===== src/rtl/pwm_stat_pkg.sv =====
package pwm_stat_pkg;
  localparam int N_COND     = 5;
  localparam int DATA_W     = 32;
  localparam int BE_W       = DATA_W / 8;
  localparam int EVT_LSB    = 16;
  localparam int ACT_LSB    = 8;
  localparam int CAPTR_BIT  = 13;
  localparam int TRSET_BIT  = 7;
  localparam int TRCLR_BIT  = 6;
  localparam int CAP_BIT    = 5;
  localparam int UPD_BIT    = 4;
  localparam int UPDREQ_BIT = 3;
  localparam int STEER_BIT  = 2;
  localparam int CAHALF_BIT = 1;
  localparam int TRIG_BIT   = 0;

  typedef struct packed {
    logic [N_COND-1:0] evt_clr;
    logic              captr_clr;
    logic              cap_clr;
    logic              trset;
    logic              trclr;
    logic              updreq;
  } wr_cmd_t;
endpackage


===== src/rtl/pwm_bus_dec.sv =====
module pwm_bus_dec
  import pwm_stat_pkg::*;
#(
  parameter int          ADDR_W   = 8,
  parameter logic [ADDR_W-1:0] REG_ADDR = 8'h3C
) (
  input  logic              sel_i,
  input  logic              wr_i,
  input  logic [ADDR_W-1:0] addr_i,
  input  logic [BE_W-1:0]   be_i,
  input  logic [DATA_W-1:0] wdata_i,
  output logic              hit_o,
  output wr_cmd_t           cmd_o
);
  localparam int EVT_BYTE = EVT_LSB / 8;
  localparam int CPT_BYTE = CAPTR_BIT / 8;
  localparam int CTL_BYTE = 0;

  logic wr_hit;
  logic unused_wbits;

  assign hit_o  = sel_i && (addr_i == REG_ADDR);
  assign wr_hit = hit_o && wr_i;

  always_comb begin
    cmd_o           = '0;
    if (wr_hit) begin
      if (be_i[EVT_BYTE]) cmd_o.evt_clr   = wdata_i[EVT_LSB +: N_COND];
      if (be_i[CPT_BYTE]) cmd_o.captr_clr = wdata_i[CAPTR_BIT];
      if (be_i[CTL_BYTE]) begin
        cmd_o.cap_clr = wdata_i[CAP_BIT];
        cmd_o.trset   = wdata_i[TRSET_BIT];
        cmd_o.trclr   = wdata_i[TRCLR_BIT];
        cmd_o.updreq  = wdata_i[UPDREQ_BIT];
      end
    end
  end

  assign unused_wbits = ^{wdata_i[DATA_W-1:EVT_LSB+N_COND], wdata_i[15:14],
                          wdata_i[12:8], wdata_i[4], wdata_i[2:0], be_i[3]};
endmodule


===== src/rtl/pwm_w1c_bit.sv =====
module pwm_w1c_bit (
  input  logic clk_i,
  input  logic rst_ni,
  input  logic set_i,
  input  logic clr_i,
  output logic q_o
);
  // hardware set beats software clear
  always_ff @(posedge clk_i or negedge rst_ni) begin
    if (!rst_ni)     q_o <= 1'b0;
    else if (set_i)  q_o <= 1'b1;
    else if (clr_i)  q_o <= 1'b0;
  end

  AST_SET_WINS: assert property (@(posedge clk_i) disable iff (!rst_ni)
    set_i |=> q_o);
endmodule


===== src/rtl/pwm_evt_flags.sv =====
module pwm_evt_flags #(
  parameter int N = 5
) (
  input  logic         clk_i,
  input  logic         rst_ni,
  input  logic         en_i,
  input  logic [N-1:0] cond_i,
  input  logic [N-1:0] clr_i,
  output logic [N-1:0] flag_o
);
  logic         en_q;
  logic [N-1:0] cond_q;
  logic [N-1:0] set;

  always_ff @(posedge clk_i or negedge rst_ni) begin
    if (!rst_ni) begin
      en_q   <= 1'b0;
      cond_q <= '0;
    end else begin
      en_q   <= en_i;
      cond_q <= cond_i;
    end
  end

  for (genvar i = 0; i < N; i++) begin : g_flag
    // rising edge, or level already high when enable rises
    assign set[i] = en_i && cond_i[i] && (!cond_q[i] || !en_q);

    pwm_w1c_bit u_bit (
      .clk_i  (clk_i),
      .rst_ni (rst_ni),
      .set_i  (set[i]),
      .clr_i  (clr_i[i]),
      .q_o    (flag_o[i])
    );

    AST_EDGE_SETS: assert property (@(posedge clk_i) disable iff (!rst_ni)
      en_i && cond_i[i] && !cond_q[i] |=> flag_o[i]);
    AST_ENABLE_SETS: assert property (@(posedge clk_i) disable iff (!rst_ni)
      en_i && !en_q && cond_i[i] |=> flag_o[i]);
    AST_STICKY: assert property (@(posedge clk_i) disable iff (!rst_ni)
      flag_o[i] && !clr_i[i] |=> flag_o[i]);
    AST_NO_SET_DISABLED: assert property (@(posedge clk_i) disable iff (!rst_ni)
      !en_i && !flag_o[i] |=> !flag_o[i]);
  end
endmodule


===== src/rtl/pwm_trig_ctrl.sv =====
module pwm_trig_ctrl (
  input  logic clk_i,
  input  logic rst_ni,
  input  logic trset_i,
  input  logic trclr_i,
  input  logic cyc_done_i,
  input  logic updreq_i,
  input  logic upd_done_i,
  output logic trig_o,
  output logic upd_o
);
  always_ff @(posedge clk_i or negedge rst_ni) begin
    if (!rst_ni) begin
      trig_o <= 1'b0;
      upd_o  <= 1'b0;
    end else begin
      if (trclr_i)         trig_o <= 1'b0;
      else if (trset_i)    trig_o <= 1'b1;
      else if (cyc_done_i) trig_o <= 1'b0;

      if (updreq_i)        upd_o  <= 1'b1;
      else if (upd_done_i) upd_o  <= 1'b0;
    end
  end

  AST_STOP_WINS: assert property (@(posedge clk_i) disable iff (!rst_ni)
    trclr_i |=> !trig_o);
  AST_START_SETS: assert property (@(posedge clk_i) disable iff (!rst_ni)
    trset_i && !trclr_i |=> trig_o);
  AST_CYC_DONE_CLEARS: assert property (@(posedge clk_i) disable iff (!rst_ni)
    cyc_done_i && !trset_i |=> !trig_o);
  AST_UPD_REQ_LOCKS: assert property (@(posedge clk_i) disable iff (!rst_ni)
    updreq_i |=> upd_o);
  AST_UPD_DONE_FREES: assert property (@(posedge clk_i) disable iff (!rst_ni)
    upd_done_i && !updreq_i |=> !upd_o);
endmodule


===== src/rtl/pwm_stat_reg.sv =====
module pwm_stat_reg
  import pwm_stat_pkg::*;
#(
  parameter int                ADDR_W   = 8,
  parameter logic [ADDR_W-1:0] REG_ADDR = 8'h3C
) (
  input  logic              clk_i,
  input  logic              rst_ni,
  input  logic              en_i,
  input  logic [N_COND-1:0] cond_i,
  input  logic              tb_cap_i,
  input  logic              trig_cap_i,
  input  logic              steer_i,
  input  logic              cahalf_i,
  input  logic              cyc_done_i,
  input  logic              upd_done_i,
  input  logic              sel_i,
  input  logic              wr_i,
  input  logic [ADDR_W-1:0] addr_i,
  input  logic [BE_W-1:0]   be_i,
  input  logic [DATA_W-1:0] wdata_i,
  output logic [DATA_W-1:0] rdata_o,
  output logic              trig_o,
  output logic              upd_lock_o,
  output logic              start_o,
  output logic              stop_o
);
  wr_cmd_t           cmd;
  logic              hit;
  logic [N_COND-1:0] evt_q;
  logic              cap_q;
  logic              captr_q;
  logic              trig_q;
  logic              upd_q;
  logic [DATA_W-1:0] word;

  pwm_bus_dec #(.ADDR_W(ADDR_W), .REG_ADDR(REG_ADDR)) u_dec (
    .sel_i   (sel_i),
    .wr_i    (wr_i),
    .addr_i  (addr_i),
    .be_i    (be_i),
    .wdata_i (wdata_i),
    .hit_o   (hit),
    .cmd_o   (cmd)
  );

  pwm_evt_flags #(.N(N_COND)) u_evt (
    .clk_i  (clk_i),
    .rst_ni (rst_ni),
    .en_i   (en_i),
    .cond_i (cond_i),
    .clr_i  (cmd.evt_clr),
    .flag_o (evt_q)
  );

  pwm_w1c_bit u_cap (
    .clk_i  (clk_i),
    .rst_ni (rst_ni),
    .set_i  (tb_cap_i),
    .clr_i  (cmd.cap_clr),
    .q_o    (cap_q)
  );

  pwm_w1c_bit u_captr (
    .clk_i  (clk_i),
    .rst_ni (rst_ni),
    .set_i  (trig_cap_i),
    .clr_i  (cmd.captr_clr),
    .q_o    (captr_q)
  );

  pwm_trig_ctrl u_trig (
    .clk_i      (clk_i),
    .rst_ni     (rst_ni),
    .trset_i    (cmd.trset),
    .trclr_i    (cmd.trclr),
    .cyc_done_i (cyc_done_i),
    .updreq_i   (cmd.updreq),
    .upd_done_i (upd_done_i),
    .trig_o     (trig_q),
    .upd_o      (upd_q)
  );

  // strobe bits 7, 6, 3 are never driven: they read 0
  always_comb begin
    word                        = '0;
    word[EVT_LSB +: N_COND]     = evt_q;
    word[ACT_LSB +: N_COND]     = cond_i;
    word[CAPTR_BIT]             = captr_q;
    word[CAP_BIT]               = cap_q;
    word[UPD_BIT]               = upd_q;
    word[STEER_BIT]             = steer_i;
    word[CAHALF_BIT]            = cahalf_i;
    word[TRIG_BIT]              = trig_q;
  end

  assign rdata_o    = hit ? word : '0;
  assign trig_o     = trig_q;
  assign upd_lock_o = upd_q;
  assign start_o    = cmd.trset && !cmd.trclr;
  assign stop_o     = cmd.trclr;

  AST_CAP_STICKY: assert property (@(posedge clk_i) disable iff (!rst_ni)
    cap_q && !cmd.cap_clr |=> cap_q);
  AST_STROBES_EXCL: assert property (@(posedge clk_i) disable iff (!rst_ni)
    !(start_o && stop_o));
endmodule


===== config.mk =====
export PLATFORM = sky130hd
export DESIGN_NAME = pwm_stat_reg
export DESIGN_NICKNAME = d
export VERILOG_FILES = /design/src/rtl/pwm_stat_pkg.sv /design/src/rtl/pwm_bus_dec.sv /design/src/rtl/pwm_w1c_bit.sv /design/src/rtl/pwm_evt_flags.sv /design/src/rtl/pwm_trig_ctrl.sv /design/src/rtl/pwm_stat_reg.sv
export SDC_FILE = /design/constraint.sdc
export NUM_CORES = 1
export LEC_CHECK = 0
export BUFFER_PORTS_ARGS = -buffer_cell sky130_fd_sc_hd__buf_2
export CORE_MARGIN = 4
export CORE_UTILIZATION = 30
export CTS_CLUSTER_SIZE = 30
export DETAILED_ROUTE_END_ITERATION = 12
export HOLD_SLACK_MARGIN = 0.15
export PLACE_DENSITY = 0.7
export SETUP_SLACK_MARGIN = 0.02
export SYNTH_ARGS = -nofsm -noshare
export SYNTH_HDL_FRONTEND = slang
export SYNTH_SLANG_ARGS = --single-unit

===== constraint.sdc =====
create_clock -name clk_i -period 2.8 [get_ports clk_i]
set_input_delay 0.84 -clock clk_i [delete_from_list [all_inputs] [get_ports clk_i]]
set_output_delay 0.84 -clock clk_i [all_outputs]
set_load 0.005 [all_outputs]

Yosys cells after proc, flatten, opt, wreduce, memory -nomap -nowiden
Index checks and enable logic that the tools add are counted.
{"block": "op_classes", "n_mux": 24, "n_reduce_logical": 34, "n_eq_ne": 1}
{"cell": "21-bit 2-to-1 mux", "n": 1}
{"cell": "1-bit 2-to-1 mux", "n": 20}
{"cell": "2-bit nonzero test", "n": 8}
{"cell": "1-bit logical AND", "n": 13}
{"cell": "10-bit 2-to-1 mux", "n": 1}
{"cell": "8-bit by 6-bit equality test with 1-bit output, second input constant", "n": 1}
{"cell": "1-bit logical NOT", "n": 7}
{"cell": "1-bit logical OR", "n": 5}
{"cell": "5-bit 2-to-1 mux", "n": 1}
{"cell": "4-bit 2-to-1 mux", "n": 1}
{"cell": "3-bit nonzero test", "n": 1}
{"block": "word_totals", "output_inout_bits": 36, "word_cells": 70, "ff_bits": 15, "input_bits": 60}

Longest topological paths before layout
Gate-level depths: netlist of the first run.
{"block": "logic_depth", "word_depth": 6, "depth_mapped": 5, "mapped_depth_nobuf": 3}

By module
A second synthesis of the first run with hierarchy kept.
{"block": "unflattened", "cells_unflattened": 107, "hier_area_um2": 1007.2}
{"module": "pwm_stat_reg", "area_each_um2": 256.5, "n_inst": 1, "seq_area_each_um2": 0.0, "cells_each": 35}
{"module": "pwm_w1c_bit", "area_each_um2": 36.3, "n_inst": 7, "seq_area_each_um2": 25.0, "cells_each": 3}
{"module": "pwm_bus_dec", "area_each_um2": 222.7, "n_inst": 1, "seq_area_each_um2": 0.0, "cells_each": 28}
{"module": "pwm_evt_flags", "area_each_um2": 193.9, "n_inst": 1, "seq_area_each_um2": 150.1, "cells_each": 16}
{"module": "pwm_trig_ctrl", "area_each_um2": 80.1, "n_inst": 1, "seq_area_each_um2": 50.0, "cells_each": 7}

Worst setup path after synthesis of the first run
No wires, ideal clock.
{"block": "synth_path", "kind": "input port to output port", "from": "input port addr_i[7]", "to": "output port rdata_o[10]", "slack_ns": 0.265, "cell_stages": 5, "arrival_ns": 1.695, "n_path_buf": 2, "cell_sequence": "nor4b_4 -> and3_1 -> buf_6 -> buf_8 -> and2_2"}
{"block": "synth_via", "elab_chain_cells": 3}
{"element": "start: declaration", "line": "pwm_stat_reg.sv:19", "source": "input logic [ADDR_W-1:0] addr_i,"}
{"element": "8-bit by 6-bit equality test with 1-bit output", "line": "pwm_bus_dec.sv:22", "source": "assign hit_o = sel_i && (addr_i == REG_ADDR);"}
{"element": "1-bit logical AND", "line": "pwm_bus_dec.sv:22"}
{"element": "21-bit 2-to-1 mux", "line": "pwm_stat_reg.sv:97", "source": "assign rdata_o = hit ? word : '0;"}
{"element": "end: declaration", "line": "pwm_stat_reg.sv:22", "source": "output logic [DATA_W-1:0] rdata_o,"}
No other way between the ends.

Worst setup path after layout of the first run
{"block": "layout_path", "from": "input port addr_i[1]", "to": "output port rdata_o[18]"}
The elaborated chain is that of the path after synthesis.

==> results of run 1 <==
-- cell type report --
class	count	area [sq um]	area share (%)
inverter	2	7.51	0.588
sequential	15	375	29.4
timing repair buffer	64	370	29.0
clock buffer	4	26.3	2.06
tap	31	38.8	3.04
multi-input combinational	72	459	35.9
-- cells in the final DEF (no fill, tap or decap), types with 2 or more instances in the layout --
master | Yosys | final
sky130_fd_sc_hd__and3_1 | 3 | 2
sky130_fd_sc_hd__and2_1 | 4 | 4
sky130_fd_sc_hd__nand2_1 | 5 | 5
sky130_fd_sc_hd__a21oi_1 | 6 | 6
sky130_fd_sc_hd__a211o_1 | 5 | 5
sky130_fd_sc_hd__dfrtp_1 | 15 | 15
sky130_fd_sc_hd__nor2_1 | 2 | 2
sky130_fd_sc_hd__buf_4 | 16 | 6
sky130_fd_sc_hd__buf_2 | 0 | 56
sky130_fd_sc_hd__nor2b_1 | 6 | 6
sky130_fd_sc_hd__clkbuf_4 | 0 | 3
sky130_fd_sc_hd__and2_2 | 15 | 15
sky130_fd_sc_hd__conb_1 | 1 | 16
sky130_fd_sc_hd__inv_1 | 2 | 2
-- timing repair --
item                                    4_1_cts  5_1_grt
buffers inserted                              0        3
endpoints found under the setup margin        0       16
gates resized for setup                       0        1
-- through the flow --
stage | utilization, % | worst slack [ns] | hold WS, ns
final | 44.8 | 0.0767 | 0.458
after global routing | 44.8 | 0.0230 | 0.476
after CTS | 42.9 | 0.0659 | 0.462
after detailed placement | 42.0 | 0.0657 | 0.494
after global placement | 42.0 | 0.0916 | 0.475
after floorplan | - | 0.265 | 0.465
-- how the worst max path moves through the flow --
stage,cells past startpoint,slack (ns),endpoint,startpoint
after detailed placement,6,0.07,rdata_o[20],addr_i[7]
after CTS,6,0.07,rdata_o[20],addr_i[7]
after floorplan,5,0.27,rdata_o[10],addr_i[7]
after global routing,6,0.02,start_o,addr_i[1]
final,6,0.08,rdata_o[18],addr_i[1]
after global placement,6,0.09,rdata_o[16],addr_i[7]
-- critical path, delay by kind of cell --
kind	cells	cell delay, ns
buffers and inverters	3	0.36
and+or+nand+nor	3	0.69
-- kinds of logic (layout without fill, tap and decap cells) --
family | Yosys count | count (layout) | share of synthesized area, %
and+or+nand+nor | 42 | 42 | 32.1
buffers and inverters | 20 | 70 | 16.6
DFF | 15 | 15 | 40.5
AOI/OAI and AO/OA | 14 | 14 | 10.4
other | 1 | 16 | 0.404
-- flip-flops by register name, indices dropped and copies added (netlist names) --
name,count
u_trig.upd_o,1
u_cap.q_o,1
u_trig.trig_o,1
u_evt.en_q,1
u_captr.q_o,1
u_evt.cond_q,5
u_evt.g_flag.u_bit.q_o,5
-- synthesized netlist by cell type, drive strengths merged --
| cell type | n | area, sq um |
|---|---|---|
| and2 | 19 | 138 |
| buf | 18 | 146 |
| dfrtp | 15 | 375 |
| a21oi | 6 | 30.0 |
| nor2b | 6 | 37.5 |
| a211o | 5 | 43.8 |
| nand2 | 5 | 18.8 |
| and3 | 3 | 18.8 |
| inv | 2 | 7.51 |
| nand4 | 2 | 18.8 |
| nor2 | 2 | 7.51 |
| a22o | 1 | 8.76 |
| a22oi | 1 | 7.51 |
| a31oi | 1 | 6.26 |
| and3b | 1 | 8.76 |
| and4 | 1 | 10.0 |
| and4b | 1 | 10.0 |
| conb | 1 | 3.75 |
| nand2b | 1 | 6.26 |
| nor4b | 1 | 23.8 |
-- routing by layer --
layer | vias up | routed length (um) | share of wire (%)
li1 | 407 | - | -
met2 | 47 | 1040 | 47
met3 | 2 | 272 | 12
met1 | 365 | 879 | 40
met5 | - | 0 | 0
met4 | 0 | 6 | 0.27
-- power by group through the flow --
| stage | Sequential [mW] | Clock (mW) | Combinational [mW] |
|---|---|---|---|
| 2_1_floorplan | 0.227 | 0 | 0.0329 |
| 3_3_place_gp | 0.227 | 0 | 0.0514 |
| 3_5_place_dp | 0.227 | 0 | 0.0528 |
| 4_1_cts | 0.223 | 0.122 | 0.0532 |
| 5_1_grt | 0.223 | 0.132 | 0.0624 |
| 6_report | 0.223 | 0.116 | 0.0547 |
==> impl.org, run 1 <==
** Run status
- Outcome :: complete, no violations

** Synth
- Synthesized instance count :: 92
- After synthesis the netlist holds a flip-flop and latch count of 15.
- Dividing the synthesized area by the synthesized cell count gives 10.1 sq um.
- Area of the mapped netlist :: 927 sq um
- After synthesis, flip-flops and latches occupy 40.5% of the total area.
- Synth warnings :: 0
- Synthesis instantiated 24 different standard cells from the library.

** Timing
- Across the routed clock network, the largest skew measured is 0.00204 ns.
- Endpoints failing hold :: 0
- Max frequency :: 367 MHz
- Minimum clock period after layout :: 2.72 ns
- Final setup vio count :: 0
- Setup repair after global routing missed its margin :: no
- Fraction of the cycle the final worst path needs :: 97.3%
- Number of pins with negative max-slew slack in the final report :: 0
- Final total negative setup slack :: 0 ns

** Power and ir drop
- Net switching fraction of the power :: 22.9%
- In this run, the clock network consumes 29.5% of the power.
- Overall power of the completed layout :: 0.394 mW
- For this design the ratio of total power to cell area is 308 nW/um^2.
- Internal power comes to 0.303 mW.
- In this run, flip-flops and latches consume 56.6% of the power.
- Across the VDD grid, the largest voltage drop is 97.5 uV.
- In this run, the combinational gates consume 13.9% of the power.
- Leakage power of the design :: 0.714 nW
- Psw :: 0.0904 mW

** Placed design
- The wire-length estimate of the detail-placed layout is 1760 um.
- Port buffering added 56 buffers.
- In this run the cell area measured after placement is 1200 sq um.
- Weighted congestion reported at the end of routability-driven placement :: 0.678
- Once placement completed, the tool counted placed cells totaling 180.

** Die
- Starting density of the core :: 32.5%
- DIE HEIGHT :: 63.6 um
- Overall die area :: 4040 sq um
- Die width :: 63.6 um
- In this run the standard cell core region covers 2850 sq um.
- Boundary pin count :: 96
- Row generation in the floorplan step produced 19 rows.

** Min path
- Worst min path class :: in2async

** Drt
- Via count normalized by instance count :: 4.37
- Final Routed Wirelength :: 2200 um
- Vias after detailed routing :: 821
- Remaining DRCs :: 0
- The pre-antenna-repair detailed-routing pass consisted of 4 iterations.
- Wirelength per Cell :: 11.7 um
- Routed Antenna Nets :: 0
- After the first detailed-routing iteration, the DRC count stood at 33.

** Global route
- Initial antenna violation count :: 0
- The number of global-route vias before repair is 799.
- Met2 routing resource usage after global routing :: 17.1%
- Global routing consumed, on the met1 layer, 11.7% of the routing resources.
- Wire length of the first global-routing pass :: 3340 um
- Global routing consumed, over all layers together, 10.0% of the routing resources.
- Global-route track usage on met3 :: 4.09%
- Pin count of the biggest net entering global routing :: 18
- Most Crowded Layer GR :: met2
- The total overflow left after global routing is 0.

** Setup path
- Sequence of cells on the critical path :: buf_2 -> nor4b_4 -> and3_4 -> clkbuf_16 -> and2_2 -> buf_2
- Critical path arrival :: 1.88 ns
- Maximum single-stage delay on the critical path :: 0.29 ns
- In this run the critical register-to-register path is launched from u_evt.en_q.
- Worst reg2reg endpoint :: u_evt.g_flag[3].u_bit.q_o
- Setup slack on the worst flop-to-flop path :: 1.86 ns
- Crit path launch type :: primary input
- The largest individual stage delay along the critical path comes from the cell sky130_fd_sc_hd__nor4b_4.
- Reg2reg path depth :: 2
- Worst path most repeated cell :: sky130_fd_sc_hd__buf_2
- Required time at the endpoint of the critical path :: 1.96 ns
- Setup CP Type :: in2out
- Peak fanout along the critical path :: 8
- Crit. End Element :: output port

** Flow run
- The tool flagged a number of max-cap violations equal to 0.

** Clock network
- In this run the number of H-tree levels came out at 1.
- Clock-pin transition on the worst setup and hold timing paths :: 0.08 ns
- Num CTS Buffers :: 3
- Clock insertion delay at the later pin of the skew report :: 0.27 ns
- Buffer levels on the longest clock path :: 2
- The clock drives 15 sinks.
- The tree is rooted in a sky130_fd_sc_hd__clkbuf_4.
- Count of hold buffers inserted by post-cts repair :: 0
- TritonCTS built the clock tree.

** Finish
- Signed area change from the synthesized netlist to the final layout :: 37.8%
- Cells with a size suffix above 1 make up 54.8% of the layout.
- After the flow finishes, the layout carries non-filler instances totaling 188.
- The filler cells instantiated in the layout total 283.
- The number of antenna diodes in the final layout is 0.
- After routing the design area is 1280 sq um.
- At the end of the flow, the number of nets in the layout was 218.
Power figures use the tool's default switching activity.
==> inputs of run 2 (changes only) <==
--- a/config.mk
+++ b/config.mk
@@ -6,7 +6,7 @@
 export NUM_CORES = 1
 export LEC_CHECK = 0
 export BUFFER_PORTS_ARGS = -buffer_cell sky130_fd_sc_hd__buf_2
-export CORE_MARGIN = 4
+export CORE_MARGIN = 3
 export CORE_UTILIZATION = 30
 export CTS_CLUSTER_SIZE = 30
 export DETAILED_ROUTE_END_ITERATION = 12
==> run 2 against run 1 <==
Against the previous run: non-clock buffer count is 4 lower; combinational power hardly changed; sequential share of layout area is 0.71 points higher; first-iteration DRC count is 12% lower; register-to-register slack hardly changed; total power is 2.4% higher; sequential power hardly changed; fmax is 0.63% lower; worst hold slack worse by 0.015 ns; wire length is 6.0% lower; via count stayed put; final area is 2.4% lower.
==> impl.org, run 2 (synthesized netlist as in run 1, its figures left out) <==
** Setup path
- Bufs and invs on worst path :: 3 (unchanged)
- Critical register-to-register path startpoint :: u_evt.en_q (unchanged)
- The largest driver fanout on the critical path is 3 (was 8).
- Worst reg2reg endpoint :: u_evt.g_flag[4].u_bit.q_o (was u_evt.g_flag[3].u_bit.q_o)
- The critical setup path kind was in2out (unchanged).
- The worst endpoint data arrival time is 1.90 ns (was 1.88 ns).
- Crit path launch type :: primary input (unchanged)
- Total number of cells along the worst setup path :: 6 (unchanged)
- Critical Path Slowest Stage Cell :: sky130_fd_sc_hd__nor4b_4 (unchanged)
- The minimum setup slack among reg-to-reg paths is 1.87 ns (was 1.86 ns).
- Crit. End Element :: output port (unchanged)
- The critical path's largest stage delay is 0.33 ns (was 0.29 ns).
- The family with the most delay on the worst path was simple AND/OR/NAND/NOR gates (unchanged).
- The worst path required time is 1.96 ns (about the same).
- Reg2reg path depth :: 2 (unchanged)
- Sequence of cells on the critical path :: buf_6 -> nor4b_4 -> buf_4 -> and4_4 -> and3b_1 -> buf_2 (was buf_2 -> nor4b_4 -> and3_4 -> clkbuf_16 -> and2_2 -> buf_2)

** Timing
- Final total negative setup slack :: 0 ns (unchanged)
- The count of endpoints failing hold in the final timing report was 0 (unchanged).
- Fraction of the cycle the final worst path needs :: 97.9% (was 97.3%)
- Worst-case clock skew :: 0.00638 ns (was 0.00204 ns)
- The maximum clock frequency was 365 MHz (was 367 MHz).
- Setup repair after global routing missed its margin :: yes (was no)
- Minimum clock period after layout :: 2.74 ns (was 2.72 ns)
- The final-report setup violation count was 0 (unchanged).
- The tightest hold margin was 0.443 ns (was 0.458 ns).
- Number of pins with negative max-slew slack in the final report :: 0 (unchanged)

** Placed design
- The routability-driven placement congestion ratio came to 0.662 (was 0.678).
- The placed wire-length estimate after detailed placement came to 1720 um (was 1760 um).
- I/O Buffers :: 56 (unchanged)
- The number of instances in the placed design came to 180 (unchanged).
- The total cell area at the placement stage is 1200 sq um (unchanged).

** Clock network
- The clock latency at the later pin of the worst-skew pair was 0.28 ns (was 0.27 ns).
- Post-cts sizing count :: 0 (unchanged)
- Clock sinks :: 15 (unchanged)
- Count of hold buffers inserted by post-cts repair :: 0 (unchanged)
- The number of buffers inserted during clock tree synthesis came to 3 (unchanged).
- The clock input transition at the sequential cells of the worst setup and hold paths was 0.10 ns (was 0.08 ns).
- Buffers inserted during post-CTS setup optimization :: 0 (unchanged)
- The TritonCTS clock tree was built (unchanged).
- The clock root buffer master is sky130_fd_sc_hd__clkbuf_4 (unchanged).
- Number of H-tree branching levels :: 1 (unchanged)
- The maximum buffer depth of the clock tree is 2 (unchanged).

** Finish
- Non-filler cells in the finished layout :: 184 (was 188)
- Signed area change from the synthesized netlist to the final layout :: 34.5% (was 37.8%)
- Antenna Cells :: 0 (unchanged)
- The share of cells above drive strength 1 came to 54.2% (was 54.8%).
- Registers with the most flip-flops :: u_evt.cond_q x5, u_evt.g_flag.u_bit.q_o x5 (unchanged)
- Most frequent cells in the layout :: sky130_fd_sc_hd__buf_2, sky130_fd_sc_hd__conb_1, sky130_fd_sc_hd__and2_2, sky130_fd_sc_hd__dfrtp_1 (unchanged)
- The number of inserted filler cells in the final layout is 291 (was 283).
- The number of nets in the layout came to 214 (was 218).
- The sequential cell area was 375 sq um (unchanged).
- The multi-input gate area in the final layout is 460 sq um (was 459 sq um).
- The cell area after layout is 1250 sq um (was 1280 sq um).
- The most common cell after layout, fill and taps aside is sky130_fd_sc_hd__buf_2 (unchanged).

** Power and ir drop
- Power density over the cells :: 323 nW/um^2 (was 308 nW/um^2)
- The worst voltage drop across the vdd grid is 95.3 uV (was 97.5 uV).
- The total leakage power came to 0.691 nW (was 0.714 nW).
- The total power consumption of the routed design was 0.403 mW (was 0.394 mW).

** Die
- Boundary pin count :: 96 (unchanged)
- The die width came to 61.6 um (was 63.6 um).
- DIE HEIGHT :: 61.6 um (was 63.6 um)
- Starting density of the core :: 32.5% (unchanged)
- The number of rows in the core area is 19 (unchanged).
- The area inside the core boundary is 2850 sq um (unchanged).
- The area of the die came to 3790 sq um (was 4040 sq um).

** Global route
- The global-route wire length before repair is 2840 um (was 3340 um).
- The initial antenna violation count came to 0 (unchanged).
- Vias in the first global route :: 675 (was 799)
- Remaining global-route overflow :: 0 (unchanged)
- The total routing usage reported by global routing is 9.92% (was 10.0%).
- Pin count of the biggest net entering global routing :: 18 (unchanged)

** Flow run
- The number of max-cap violations was 0 (unchanged).

** Drt
- Length of the first detailed-routing pass in iterations :: 4 (unchanged)
- The total wire length was 2070 um (was 2200 um).
- Remaining DRCs :: 0 (unchanged)
- Number of DRC markers after the initial detailed-route iteration :: 29 (was 33)
- The number of antenna-violating nets in the routed design came to 0 (unchanged).
- The routed via count divided by cell count came to 4.46 (was 4.37).
- Wirelength per Cell :: 11.3 um (was 11.7 um)
- The via count was 821 (unchanged).

** Run status
- Outcome :: complete, no violations (unchanged)

** Min path
- Worst min path class :: in2async (unchanged)
-- run 2: layout make-up --
type	instances	share of cell area (%)
flip-flops and latches	15	30.1
repair buffers	60	26.9
clock inverters	1	0.602
multi-input cells	72	36.9
clock buffers	3	1.81
well taps	31	3.11
inverters	2	0.602
-- run 2: how the worst max path moves through the flow --
stage	from	end	slack, ns
3_3_place_gp	addr_i[7]	start_o	0.05
6_report	addr_i[1]	start_o	0.06
5_1_grt	addr_i[1]	start_o	-0.02
2_1_floorplan	addr_i[7]	rdata_o[10]	0.27
3_5_place_dp	addr_i[7]	start_o	0.03
4_1_cts	addr_i[7]	start_o	0.03
-- run 2: power breakdown --
part	leakage [nW]	internal (mW)	switching, mW
Sequential	0.159	0.221	0.00224
Clock	0.0139	0.0541	0.0713
Combinational	0.518	0.0277	0.0269
Total	0.691	0.303	0.100
-- run 2: metrics by stage --
stage               worst slack [ns]  utilization, %
floorplan                      0.265               -
global placement              0.0526            42.0
detailed placement            0.0270            42.0
CTS                           0.0270            43.1
global route                 -0.0235            43.7
finish                        0.0595            43.7
-- run 2: layer usage --
| metal | vias to the layer above | GRT usage, % | part of all wire (%) |
|---|---|---|---|
| met5 | - | 0 | 0 |
| met2 | 51 | 17.9 | 52 |
| li1 | 396 | - | - |
| met4 | 0 | 3.64 | 0.39 |
| met1 | 372 | 11.4 | 37 |
| met3 | 2 | 2.10 | 10 |
-- run 2: worst reg2reg max path: stages, from the launching register on --
cell and delay, ns:
sky130_fd_sc_hd__dfrtp_1 0.45, sky130_fd_sc_hd__a21oi_1 0.09, sky130_fd_sc_hd__a211o_1 0.27
